File: src/rtl/spi_sclk_pkg.sv
// Shared widths and the divide-ratio ladder for the serial clock generator.
// Assumes the index never exceeds 18 after clamping (largest ratio 1024).
package spi_sclk_pkg;
    localparam int IDX_W = 5;
    localparam int DIV_W = 11;

    // Ratio for an index: 0 reserved, 1 -> 3, even i -> 2<<(i/2), odd i -> 3<<(i/2).
    function automatic logic [DIV_W-1:0] ratio_of(input logic [IDX_W-1:0] i);
        logic [DIV_W-1:0] r;
        if (i == '0)
            r = '0;
        else if (i == IDX_W'(1))
            r = DIV_W'(3);
        else if (!i[0])
            r = DIV_W'(2) << (i >> 1);
        else
            r = DIV_W'(3) << (i >> 1);
        return r;
    endfunction
endpackage

File: src/rtl/spi_ratio_select.sv
// Turns the requested index into an effective divide ratio.
// Clamps to MAX_IDX and folds index 1 onto index 2 unless special mode is on.
// Purely combinational; assumes MAX_IDX is 16 or 18.
module spi_ratio_select
    import spi_sclk_pkg::*;
#(
    parameter int MAX_IDX = 18
) (
    input  logic [IDX_W-1:0] idx_in,
    input  logic             special_en,
    output logic [DIV_W-1:0] ratio_out
);
    localparam logic [IDX_W-1:0] IDX_CAP = IDX_W'(MAX_IDX);

    logic [IDX_W-1:0] idx_clamped;
    logic [IDX_W-1:0] idx_eff;

    // Limit the index, then replace an unpermitted divide-by-3 with divide-by-4.
    always_comb begin
        idx_clamped = (idx_in > IDX_CAP) ? IDX_CAP : idx_in;
        idx_eff     = idx_clamped;
        if (idx_clamped == IDX_W'(1) && !special_en)
            idx_eff = IDX_W'(2);
        ratio_out = ratio_of(idx_eff);
    end
endmodule

File: src/rtl/spi_period_counter.sv
// Tracks the position inside the current serial clock period and the ratio
// latched for it. A new ratio is taken only at a period boundary, on stop,
// or while not live. Outputs are the next-state values for the edge shaper.
module spi_period_counter
    import spi_sclk_pkg::*;
(
    input  logic             clk,
    input  logic             rst_n,
    input  logic             run,
    input  logic             stop,
    input  logic [DIV_W-1:0] ratio_req,
    output logic             live_nx,
    output logic             adv_nx,
    output logic [DIV_W-1:0] pos_nx,
    output logic [DIV_W-1:0] ratio_nx
);
    logic             live_q;
    logic [DIV_W-1:0] pos_q;
    logic [DIV_W-1:0] ratio_q;
    logic             at_end;

    assign at_end = (pos_q == ratio_q - 1'b1);

    // Next position, ratio and liveness from run/stop and the period boundary.
    always_comb begin
        live_nx  = live_q;
        pos_nx   = pos_q;
        ratio_nx = ratio_q;
        adv_nx   = 1'b0;
        if (stop) begin
            live_nx  = 1'b0;
            pos_nx   = '0;
            ratio_nx = ratio_req;
        end else if (run) begin
            if (!live_q || at_end) begin
                ratio_nx = ratio_req;
                pos_nx   = '0;
                live_nx  = (ratio_req != '0);
                adv_nx   = (ratio_req != '0);
            end else begin
                pos_nx = pos_q + 1'b1;
                adv_nx = 1'b1;
            end
        end
    end

    // State registers with synchronous active-low reset.
    always_ff @(posedge clk) begin
        if (!rst_n) begin
            live_q  <= 1'b0;
            pos_q   <= '0;
            ratio_q <= '0;
        end else begin
            live_q  <= live_nx;
            pos_q   <= pos_nx;
            ratio_q <= ratio_nx;
        end
    end


    pos_in_range_chk: assert property (@(posedge clk) disable iff (!rst_n)
        live_q |-> (pos_q < ratio_q));


    ratio_held_chk: assert property (@(posedge clk) disable iff (!rst_n)
        (live_q && !at_end && !stop) |=> $stable(ratio_q));


    stop_clears_chk: assert property (@(posedge clk) disable iff (!rst_n)
        stop |=> (!live_q && pos_q == '0));
endmodule

File: src/rtl/spi_edge_shaper.sv
// Registers sclk and the two edge strobes from the counter's next state, so
// every output is glitch-free and aligned to the same system-clock edge.
// Assumes cpol is steady while the clock is live.
module spi_edge_shaper
    import spi_sclk_pkg::*;
(
    input  logic             clk,
    input  logic             rst_n,
    input  logic             cpol,
    input  logic             live_nx,
    input  logic             adv_nx,
    input  logic [DIV_W-1:0] pos_nx,
    input  logic [DIV_W-1:0] ratio_nx,
    output logic             sclk,
    output logic             lead_stb,
    output logic             trail_stb
);
    logic [DIV_W-1:0] half_nx;
    logic             active_nx;

    assign half_nx   = ratio_nx >> 1;
    assign active_nx = live_nx && (pos_nx < half_nx);

    // Output registers: level from the phase, strobes on phase entry.
    always_ff @(posedge clk) begin
        if (!rst_n) begin
            sclk      <= cpol;
            lead_stb  <= 1'b0;
            trail_stb <= 1'b0;
        end else begin
            sclk      <= active_nx ? ~cpol : cpol;
            lead_stb  <= adv_nx && (pos_nx == '0);
            trail_stb <= adv_nx && (pos_nx == half_nx);
        end
    end


    lead_moves_sclk_chk: assert property (@(posedge clk) disable iff (!rst_n)
        lead_stb |-> (sclk != $past(sclk)));


    trail_moves_sclk_chk: assert property (@(posedge clk) disable iff (!rst_n)
        trail_stb |-> (sclk != $past(sclk)));


    strobes_apart_chk: assert property (@(posedge clk) disable iff (!rst_n)
        !(lead_stb && trail_stb));
endmodule

File: src/rtl/spi_sclk_gen.sv
// Top of the table-indexed serial clock generator: ratio selection, period
// counter and edge shaper. Assumes MAX_IDX is 16 or 18 and that inputs are
// synchronous to clk.
module spi_sclk_gen
    import spi_sclk_pkg::*;
#(
    parameter int MAX_IDX = 18
) (
    input  logic             clk,
    input  logic             rst_n,
    input  logic [IDX_W-1:0] div_idx,
    input  logic             special_en,
    input  logic             cpol,
    input  logic             run,
    input  logic             stop,
    output logic             sclk,
    output logic             lead_stb,
    output logic             trail_stb
);
    logic [DIV_W-1:0] ratio_sel;
    logic             live_nx;
    logic             adv_nx;
    logic [DIV_W-1:0] pos_nx;
    logic [DIV_W-1:0] ratio_nx;

    spi_ratio_select #(.MAX_IDX(MAX_IDX)) u_select (
        .idx_in     (div_idx),
        .special_en (special_en),
        .ratio_out  (ratio_sel)
    );

    spi_period_counter u_counter (
        .clk       (clk),
        .rst_n     (rst_n),
        .run       (run),
        .stop      (stop),
        .ratio_req (ratio_sel),
        .live_nx   (live_nx),
        .adv_nx    (adv_nx),
        .pos_nx    (pos_nx),
        .ratio_nx  (ratio_nx)
    );

    spi_edge_shaper u_shaper (
        .clk       (clk),
        .rst_n     (rst_n),
        .cpol      (cpol),
        .live_nx   (live_nx),
        .adv_nx    (adv_nx),
        .pos_nx    (pos_nx),
        .ratio_nx  (ratio_nx),
        .sclk      (sclk),
        .lead_stb  (lead_stb),
        .trail_stb (trail_stb)
    );


    div3_gated_chk: assert property (@(posedge clk) disable iff (!rst_n)
        (ratio_sel == DIV_W'(3)) |-> special_en);


    ratio_capped_chk: assert property (@(posedge clk) disable iff (!rst_n)
        ratio_sel <= ratio_of(IDX_W'(MAX_IDX)));


    idle_index_quiet_chk: assert property (@(posedge clk) disable iff (!rst_n)
        (ratio_sel == '0 && !lead_stb && sclk == cpol && run && !stop) |=> !lead_stb);
endmodule

File: config.mk
export PLATFORM = sky130hd
export DESIGN_NAME = spi_sclk_gen
export DESIGN_NICKNAME = d
export VERILOG_FILES = /design/src/rtl/spi_sclk_pkg.sv /design/src/rtl/spi_ratio_select.sv /design/src/rtl/spi_period_counter.sv /design/src/rtl/spi_edge_shaper.sv /design/src/rtl/spi_sclk_gen.sv
export SDC_FILE = /design/constraint.sdc
export NUM_CORES = 1
export LEC_CHECK = 0
export ABC_AREA = 1
export BUFFER_PORTS_ARGS = -buffer_cell sky130_fd_sc_hd__buf_2
export CAP_MARGIN = 20
export CORE_ASPECT_RATIO = 0.7
export CORE_MARGIN = 1
export CORE_UTILIZATION = 55
export CTS_CLUSTER_SIZE = 12
export DETAILED_ROUTE_END_ITERATION = 16
export PLACE_DENSITY = 0.83
export SETUP_SLACK_MARGIN = 0.15
export SKIP_LAST_GASP = 1
export SLEW_MARGIN = 25
export SYNTH_ARGS = -nofsm -noshare
export SYNTH_HDL_FRONTEND = slang
export SYNTH_SLANG_ARGS = --single-unit
File: constraint.sdc
create_clock -name clk -period 3.3 [get_ports clk]
set_input_delay 0 -clock clk [delete_from_list [all_inputs] [get_ports clk]]
set_output_delay 0 -clock clk [all_outputs]
set_load 0.05 [all_outputs]
Word level (Yosys, flattened, before mapping). Cells that the tools add are included.

Bitwise operators: 1. Equality and inequality tests: 4. $lt $le $gt $ge: 2. Shift operators: 2. Reduce and logical (&&, ||, !) cells: 13. Multiplexer cells: 19. $add $sub $neg: 2.

Operators with widths (number): two-way mux 11 bit (9); left shift 2 x 4 -> 11 bit, first input constant (2); adder 11 x 1 -> 11 bit, second input constant (1); == test 11 x 10 -> 1 bit (1); == test 11 bit (1); zero test 11 bit (1); < comparator 11 x 10 -> 1 bit (1); nonzero test 11 bit (1); subtractor 11 x 1 -> 11 bit, second input constant (1); == test 5 x 1 -> 1 bit, second input constant (2); two-way mux 5 bit (2); two-way mux 1 bit (8); > comparator 5 bit, second input constant (1); zero test 5 bit (1); logical AND 1 bit (4); nonzero test 2 bit (2); zero test 1 bit (2); AND reduction 2 bit (1); logical OR 1 bit (1); inverter 1 bit (1).

Output and inout bits: 3. Input port bits: 11. Register bits: 26. Word-level logic and storage cells: 50.

Longest topological paths before layout. Gate-level depths: netlist of run 1.

Word-level depth: 16. Depth in mapped cells: 28. Mapped depth without buffers: 27.

Cells and area by module. Synthesis of run 1 repeated with hierarchy kept, for this count alone.

Cell total of the unflattened synthesis: 403. Area total of the unflattened synthesis: 2428.6 µm².

Modules (own cells, without submodules): spi_period_counter (sequential area each 460.4 µm², instances 1, cells each 276, area each 1721.7 µm²); spi_edge_shaper (sequential area each 60.1 µm², instances 1, cells each 72, area each 442.9 µm²); spi_ratio_select (sequential area each 0.0 µm², instances 1, cells each 55, area each 264.0 µm²).

Worst setup path after synthesis of run 1. No wires, ideal clock.

Path kind: reg-to-reg. Start: reg u_counter.ratio_q[0]. End: reg u_shaper.sclk. Cell stages (with the launch flop): 26. Slack: 0.460 ns. Library setup time: 0.109 ns. Buffers on the path: 1. Required time: 3.191 ns. Period minus slack after synthesis: 2.840 ns. Arrival: 2.732 ns. Cell sequence: dfxtp_1 > inv_1 > ha_1 > nand2_2 > nor2_2 > nand3_1 > xor2_1 > nor2_1 > nand3_2 > nand3_2 > nand2_4 > inv_2 > buf_6 > nand3_1 > o21ai_1 > inv_2 > ha_1 > nand2_1 > o21ai_0 > nand2_1 > a21boi_0 > nand3_1 > nand2_1 > nand2_1 > nand2_1 > inv_1.

Cells in the longest elaborated chain, start to end: 10. Elaborated cells between the ends (all ways): 16. Classes of those cells: add/sub (1); order compare (1); eq/ne (1); mux (11); reduce/logical (2).

Ends and longest elaborated chain: start, declared (line spi_period_counter.sv:19) `logic [DIV_W-1:0] ratio_q;`; start signal, assigned (line spi_period_counter.sv:56) `ratio_q <= ratio_nx;`; subtractor 11 x 1 -> 11 bit (*) (line spi_period_counter.sv:22) `assign at_end = (pos_q == ratio_q - 1'b1);`; == test 11 bit (*) (line spi_period_counter.sv:22); logical OR 1 bit (*) (line spi_period_counter.sv:35) `if (!live_q || at_end) begin`; two-way mux 11 bit (line spi_period_counter.sv:35); two-way mux 11 bit (line spi_period_counter.sv:34) `end else if (run) begin`; two-way mux 11 bit (line spi_period_counter.sv:30) `if (stop) begin`; < comparator 11 x 10 -> 1 bit (line spi_edge_shaper.sv:22) `assign active_nx = live_nx && (pos_nx < half_nx);`; logical AND 1 bit (*) (line spi_edge_shaper.sv:22); two-way mux 1 bit (*) (line spi_edge_shaper.sv:31) `sclk <= active_nx ? ~cpol : cpol;`; two-way mux 1 bit (*) (line spi_edge_shaper.sv:26) `if (!rst_n) begin`; end signal, assigned (line spi_edge_shaper.sv:27) `sclk <= cpol;`; end signal, assigned (line spi_edge_shaper.sv:31); end, declared (line spi_edge_shaper.sv:14) `output logic sclk,`.

Every way passes the cells marked *; elsewhere a longest branch is shown, timed or not. The select of a mux whose other input is x is not followed. A chain may end at the register's enable or synchronous reset.

Worst setup path after layout of run 1.
Start: reg u_counter.ratio_q[0]. End: reg u_shaper.sclk.

Cells in the longest elaborated chain, start to end: 10. Elaborated cells between the ends (all ways): 16. Classes of those cells: add/sub (1); order compare (1); eq/ne (1); mux (11); reduce/logical (2).

Ends and longest elaborated chain: subtractor 11 x 1 -> 11 bit (line spi_period_counter.sv:22); == test 11 bit (line spi_period_counter.sv:22); logical OR 1 bit (line spi_period_counter.sv:35); two-way mux 11 bit (line spi_period_counter.sv:35); two-way mux 11 bit (line spi_period_counter.sv:34); two-way mux 11 bit (line spi_period_counter.sv:30); net pos_nx[1] (line spi_sclk_gen.sv:23) `logic [DIV_W-1:0] pos_nx;`; < comparator 11 x 10 -> 1 bit (line spi_edge_shaper.sv:22); logical AND 1 bit (line spi_edge_shaper.sv:22); two-way mux 1 bit (line spi_edge_shaper.sv:31); two-way mux 1 bit (line spi_edge_shaper.sv:26).

The timed path passes the listed nets, and every way through them passes these cells. The select of a mux whose other input is x is not followed.

==> flow_summary_export.csv, run 1 <==
group,metric,value,unit
floorplanning,io_pins,14,
routing,vias,2274,
routing,drt_iter0_markers,196,
clock_tree,cts_sinks,26,
finish,multi_input_area,0.001469,sq mm
sta,post-route-min-period,3.085,ns
critical_path,path_max_fanout,6,
yosys,ys_seq_area_frac,0.2491,
clock_tree,cts_tree,"yes",
floorplanning,dieHeight,53.57,microns
clock_tree,clockBufferDepth,2,
sta,final.setup.worst_slack,0.2148,ns
sta,final-max-slew-violation-count,0,
yosys,yosysUniqueCellTypes,38,
status,outcome,"completed",
placement,dpl_cell_area,0.002193,sq mm
routing,wl,6098,microns
yosys,syn_avg_cell_area,6.294,sq um
yosys,synth_edf_count,0,
sta,clock_skew,0.005663,ns
yosys,yosysTopAreaCellShare,0.2491,
critical_path,worstPathRequired,3.49,ns
global_routing,grt_start_max_net_pins,24,
critical_path,start_kind,"flop",
routing,drt_first_pass_iters,4,
routing,ant_nets,0,
power_and_ir_drop,power_density,324.4,mW/mm^2
global_routing,antenna_found_initial,0,
clock_tree,clk_pin_slew,0.09,ns
yosys,synth_nets,355,
worst_hold_path,holdCritPathClass,"in -> reg",
finish,num-fill-cells,261,
clock_tree,cts_buffers,3,
placement,preCtsSetupSlack,-0.03908,ns
critical_path,critical_path_class,"reg -> reg",
placement,dp_hpwl,4025,microns
global_routing,grt_pass1_vias,1838,
yosys,synthTopCellsByArea,"dfxtp_1 (25%), nand2_1 (13%), nor2_1 (10%)",
yosys,syn_area,0.002090,sq mm
critical_path,crit_arrival,3.27,ns
sta,period_share,0.9349,
global_routing,overflow,0,
yosys,synth-seq-cells,26,
clock_tree,insertion_delay,0.28,ns
floorplanning,die_width,75.67,microns
power_and_ir_drop,ir_worst_vdd,0.2989,mV
global_routing,grt_pass1_wl,8211,microns
placement,globalplace.congestion,0.9280,
sta,finalHoldViolCount,0,
sta,max-slew-margin-rel,0.4905,
power_and_ir_drop,p_leak,1.266,nW
finish,layout-drive-gt1-share,0.2821,
routing,avgRoutedWirePerCell,14.95,microns
clock_tree,clock-root-buffer,"clkbuf_8",
sta,timing.fmax,0.3241,GHz
clock_tree,h-tree-depth,1,
finish,area_delta_synth_final,24.01,%
placement,port_buffers,13,
sta,setup_viol,0,
finish,regArea,523.0,sq um
yosys,synth_flop_cell,"dfxtp_1",
finish,antennaDiodeCount,0,
yosys,yosysWarnings,0,
critical_path,crit_path_end_kind,"flop",
finish,final_area,0.002591,sq mm
routing,drc_errors,0,
floorplanning,dieArea,0.004054,sq mm
run,cap_violations,0,
yosys,postSynthCellCount,332,
sta,rsz0062_at_grt,"yes",
floorplanning,initial_utilization,0.5835,
power_and_ir_drop,total_power,0.8407,mW
yosys,async_flop_share,0,
finish,finalNetCount,382,
sta,max_slew.worst_pin.slew,0.7634,ns
floorplanning,placementRows,18,
floorplanning,core_region_area,0.003581,sq mm
global_routing,grt.total_usage,0.2802,
routing,viasPerCell,5.574,
yosys,synth_top_cell_by_area,"dfxtp_1",
[layout by cell type (no fill, tap or decap), types with 2 or more instances in the layout]
cell / n
nand2_1: 68
nor2_1: 52
inv_1: 44
dfxtp_1: 24
nand3_1: 22
inv_2: 14
buf_2: 13
nor2_2: 10
buf_4: 10
xor2_1: 9
nand2_2: 8
nand3_2: 7
ha_1: 7
o21ai_2: 6
nor3_1: 5
xnor2_1: 4
nor2_4: 4
a21oi_1: 4
ha_4: 4
o21ai_0: 3
o21ai_1: 3
a31oi_4: 3
clkbuf_8: 3
nand3b_1: 2
nand2_4: 2
nand4_1: 2
buf_6: 2
dfxtp_2: 2
[flip-flops by register name, summed over array words and instances, names as in the netlist]
| register | count |
|---|---|
| u_shaper.trail_stb | 1 |
| u_shaper.sclk | 1 |
| u_counter.ratio_q | 11 |
| u_counter.live_q | 1 |
| u_shaper.lead_stb | 1 |
| u_counter.pos_q | 11 |
[worst max-delay path, stage by stage (launching register included)]
cell and delay, ns:
dfxtp_2 0.36, inv_2 0.06, ha_4 0.27, inv_2 0.03, nand2_1 0.05, nand2_1 0.05, nor2_1 0.09, nand2_1 0.08
nor2_2 0.09, nand2_1 0.07, nor2_2 0.13, nand3_2 0.11, nand3_2 0.12, nand2_4 0.11, clkbuf_16 0.18, nand2_1 0.10
inv_1 0.08, ha_1 0.31, nand2_1 0.08, o21ai_2 0.15, nand2_2 0.07, a21boi_2 0.14, nand3_2 0.08, nand2_1 0.06
nand2_1 0.05, nand2_1 0.05, inv_1 0.03
[stage by stage]
step | util | cells | hold WS (ns) | setup TNS [ns]
floorplan | - | 332 | 0.1384 | 0
global placement | 0.6125 | 391 | 0.2743 | 0
detailed placement | 0.6125 | 391 | 0.2857 | -0.03908
CTS | 0.6401 | 396 | 0.0004450 | 0
global route | 0.7236 | 408 | 0.01937 | -0.06257
finish | 0.7236 | 408 | 0.02366 | 0
[cells by family after synthesis]
group,Yosys count,share of synthesized area
simple gates,186,0.4000
buf+inv,67,0.1299
compound gates,28,0.09462
flops,26,0.2491
xor+xnor,13,0.05449
fa+ha+maj,12,0.07185
[path summary, 6_finish.rpt]
kind	cells after the start	end	slack (ns)	startpoint
worst min register to register	2	u_counter.ratio_q[8]	0.67	u_counter.ratio_q[8]
worst max register to register	26	u_shaper.sclk	0.21	u_counter.ratio_q[0]
worst min-delay path	3	u_counter.ratio_q[0]	0.02	rst_n
worst max-delay path	26	u_shaper.sclk	0.21	u_counter.ratio_q[0]
[power by group]
group	total, mW	internal (mW)	switching, mW
clock network	0.272	0.163	0.110
registers	0.333	0.323	0.0102
logic	0.235	0.0925	0.143
total	0.841	0.578	0.263
[synth_stat cells (3+ instances only)]
| cell | n |
|---|---|
| xor2_1 | 9 |
| dfxtp_1 | 26 |
| nand2_2 | 5 |
| nor3_1 | 5 |
| nand3_1 | 27 |
| inv_2 | 10 |
| a31oi_2 | 3 |
| clkbuf_1 | 3 |
| inv_1 | 49 |
| a21oi_1 | 5 |
| o21ai_2 | 3 |
| nor2_1 | 58 |
| o21ai_0 | 4 |
| o21ai_1 | 5 |
| nand2_1 | 71 |
| xnor2_1 | 4 |
| nor2_2 | 7 |
| ha_1 | 12 |
[cell type report]
cell class,count,area share
repair buffers,29,0.08981
multi-input cells,239,0.5669
clock inverters,1,0.01159
well taps,50,0.02414
inverters,60,0.08981
flip-flops and latches,26,0.2018
clock buffers,3,0.01593
[metal layers]
layer  wire (microns)  global-route usage  vias to the layer above
li1                 -                   -                     1091
met5                0                   0                        -
met3              440             0.05618                       20
met1             2695              0.3760                     1045
met4              161             0.09877                        0
met2             2800              0.4509                      118
[what timing repair did]
action	4_1_cts	5_1_grt
cloned	0	1
resized for setup	8	45
hold buffers	1	0
pin swaps	0	25
buffers inserted	0	11
setup endpoints to repair	1	2
hold endpoints to repair	1	0
Power figures use the tool's default switching activity.
==> inputs of run 2 (changes only) <==
==> constraint.sdc (replaced) <==
create_clock -name clk -period 3.3 [get_ports clk]
set_input_delay 0.33 -clock clk [delete_from_list [all_inputs] [get_ports clk]]
set_output_delay 0.33 -clock clk [all_outputs]
set_load 0.05 [all_outputs]
==> run 2 against run 1 <==
Compared with the run above: setup slack improved by 0.012 ns; cell count shrank 0.25%; flip-flop and latch count unchanged.
==> flow_summary_export.csv, run 2 (synthesis results as in run 1) <==
group,metric,value,unit
routing,viasPerCell,5.565,
routing,drt_iter0_markers,186,
sta,rsz0062_at_grt,"yes",
critical_path,rrSetupSlack,0.23,ns
finish,antennaDiodeCount,0,
placement,dp.cells,391,
global_routing,grt_pass1_wl,8211,microns
sta,period_share,0.9313,
worst_hold_path,worstHoldStart,"cpol",
run,cap_violations,0,
power_and_ir_drop,p_leak,1.262,nW
power_and_ir_drop,total_power,0.8411,mW
critical_path,crit_path_end_kind,"flop",
clock_tree,cts_tree,"yes",
clock_tree,clk_pin_slew,0.09,ns
floorplanning,placementRows,18,
routing,wl,6073,microns
global_routing,grt.total_usage,0.2802,
floorplanning,io_pins,14,
sta,finalHoldViolCount,0,
clock_tree,clockBufferDepth,2,
floorplanning,dieArea,0.004054,sq mm
sta,max_slew.worst_pin.slew,0.7647,ns
placement,dp_hpwl,4025,microns
sta,clock_skew,0.008104,ns
critical_path,cpMaxStageDelayCell,"dfxtp_2",
critical_path,critical_path_class,"reg -> reg",
critical_path,path_max_fanout,6,
worst_hold_path,holdCritPathClass,"in -> reg",
finish,layout-drive-gt1-share,0.2829,
routing,avgRoutedWirePerCell,14.92,microns
critical_path,crit_arrival,3.26,ns
floorplanning,initial_utilization,0.5835,
power_and_ir_drop,ir_worst_vdd,0.2983,mV
status,outcome,"completed",
sta,post-route-min-period,3.073,ns
power_and_ir_drop,power_density,325.9,mW/mm^2
critical_path,start_kind,"flop",
clock_tree,insertion_delay,0.28,ns
critical_path,cpMostUsedCell,"nand2_1",
finish,largestRegisters,"u_counter.pos_q: 11 flops, u_counter.ratio_q: 11 flops",
placement,port_buffers,13,
finish,finish.utilization,0.7208,
global_routing,grt_start_max_net_pins,24,
critical_path,worstPathRequired,3.49,ns
sta,setup_viol,0,
routing,vias,2265,
finish,area_delta_synth_final,23.53,%
critical_path,timing.rr.start,"u_counter.ratio_q[0]",
clock_tree,cts_sinks,26,
global_routing,grt_pass1_vias,1838,
routing,drt_first_pass_iters,5,
global_routing,antenna_found_initial,0,
routing,drc_errors,0,
sta,tns,0,ns
finish,finalNetCount,381,
clock_tree,h-tree-depth,1,
sta,timing.fmax,0.3254,GHz
sta,final-max-slew-violation-count,0,
global_routing,overflow,0,
critical_path,cp_slowest_stage_delay,0.36,ns
worst_hold_path,min_to,"u_shaper.sclk",
placement,preCtsSetupSlack,-0.03908,ns
critical_path,reg2regPathDepth,26,
placement,globalplace.congestion,0.9280,
placement,dpl_cell_area,0.002193,sq mm
critical_path,worstReg2RegEnd,"u_shaper.sclk",
routing,ant_nets,0,
floorplanning,dieHeight,53.57,microns
clock_tree,cts_buffers,3,
finish,final_common_cell,"nand2_1",
floorplanning,core_region_area,0.003581,sq mm
sta,whs,0.3171,ns
sta,final.setup.worst_slack,0.2267,ns
floorplanning,die_width,75.67,microns
finish,final_cell_mix,"nand2_1 (68), nor2_1 (52), inv_1 (44)",
worst_hold_path,whs_path_depth,5,
finish,final_area,0.002581,sq mm
finish,final_cells,407,
clock_tree,clock-root-buffer,"clkbuf_8",
sta,max-slew-margin-rel,0.4897,
[run 2: changes by cell type in the layout (fill, tap and decap cells not counted), sizes merged]
cell and change:
dlygate4sd3 -1
[run 2: final cells by class]
class | instances | area (sq um)
Inverter | 60 | 232.7
Clock buffer | 3 | 41.29
Clock inverter | 1 | 30.03
Timing Repair Buffer | 28 | 222.7
Multi-Input combinational cell | 239 | 1469
Sequential cell | 26 | 523.0
Fill cell | 262 | 999.7
Tap cell | 50 | 62.56
[run 2: worst max path at each step]
stage,start,end,cells after the start
6_report,u_counter.ratio_q[0],u_shaper.sclk,26
5_1_grt,u_counter.ratio_q[1],u_shaper.sclk,26
4_1_cts,u_counter.ratio_q[0],u_shaper.sclk,24
3_5_place_dp,u_counter.ratio_q[0],u_shaper.sclk,27
3_3_place_gp,u_counter.ratio_q[0],u_shaper.sclk,27
2_1_floorplan,u_counter.ratio_q[0],u_shaper.sclk,25
[run 2: worst max-delay path: cells and delay by family (launching register included)]
kind | cells | cell delay [ns]
and+or+nand+nor | 17 | 1.40
AOI/OAI and AO/OA | 2 | 0.28
buffers and inverters | 5 | 0.37
adders and majority gates | 2 | 0.58
DFF | 1 | 0.36
[run 2: what timing repair did]
action | 4_1_cts | 5_1_grt
resized for setup | 8 | 45
setup endpoints to repair | 1 | 2
setup buffers | 0 | 11
pin swaps | 0 | 25
cloned | 0 | 1
hold buffers | 0 | 0
[run 2: power breakdown]
part | internal (mW) | leakage [nW] | switching (mW) | total [mW]
Clock | 0.163 | 0.0357 | 0.111 | 0.274
Combinational | 0.0917 | 1.01 | 0.142 | 0.234
Sequential | 0.323 | 0.212 | 0.0103 | 0.333
Total | 0.577 | 1.26 | 0.264 | 0.841
[run 2: per-layer routing]
layer | up-vias | GRT usage | wire, microns
met3 | 22 | 0.05618 | 539
met5 | - | 0 | 0
met4 | 0 | 0.09877 | 170
li1 | 1089 | - | -
met1 | 1031 | 0.3760 | 2597
met2 | 123 | 0.4509 | 2765
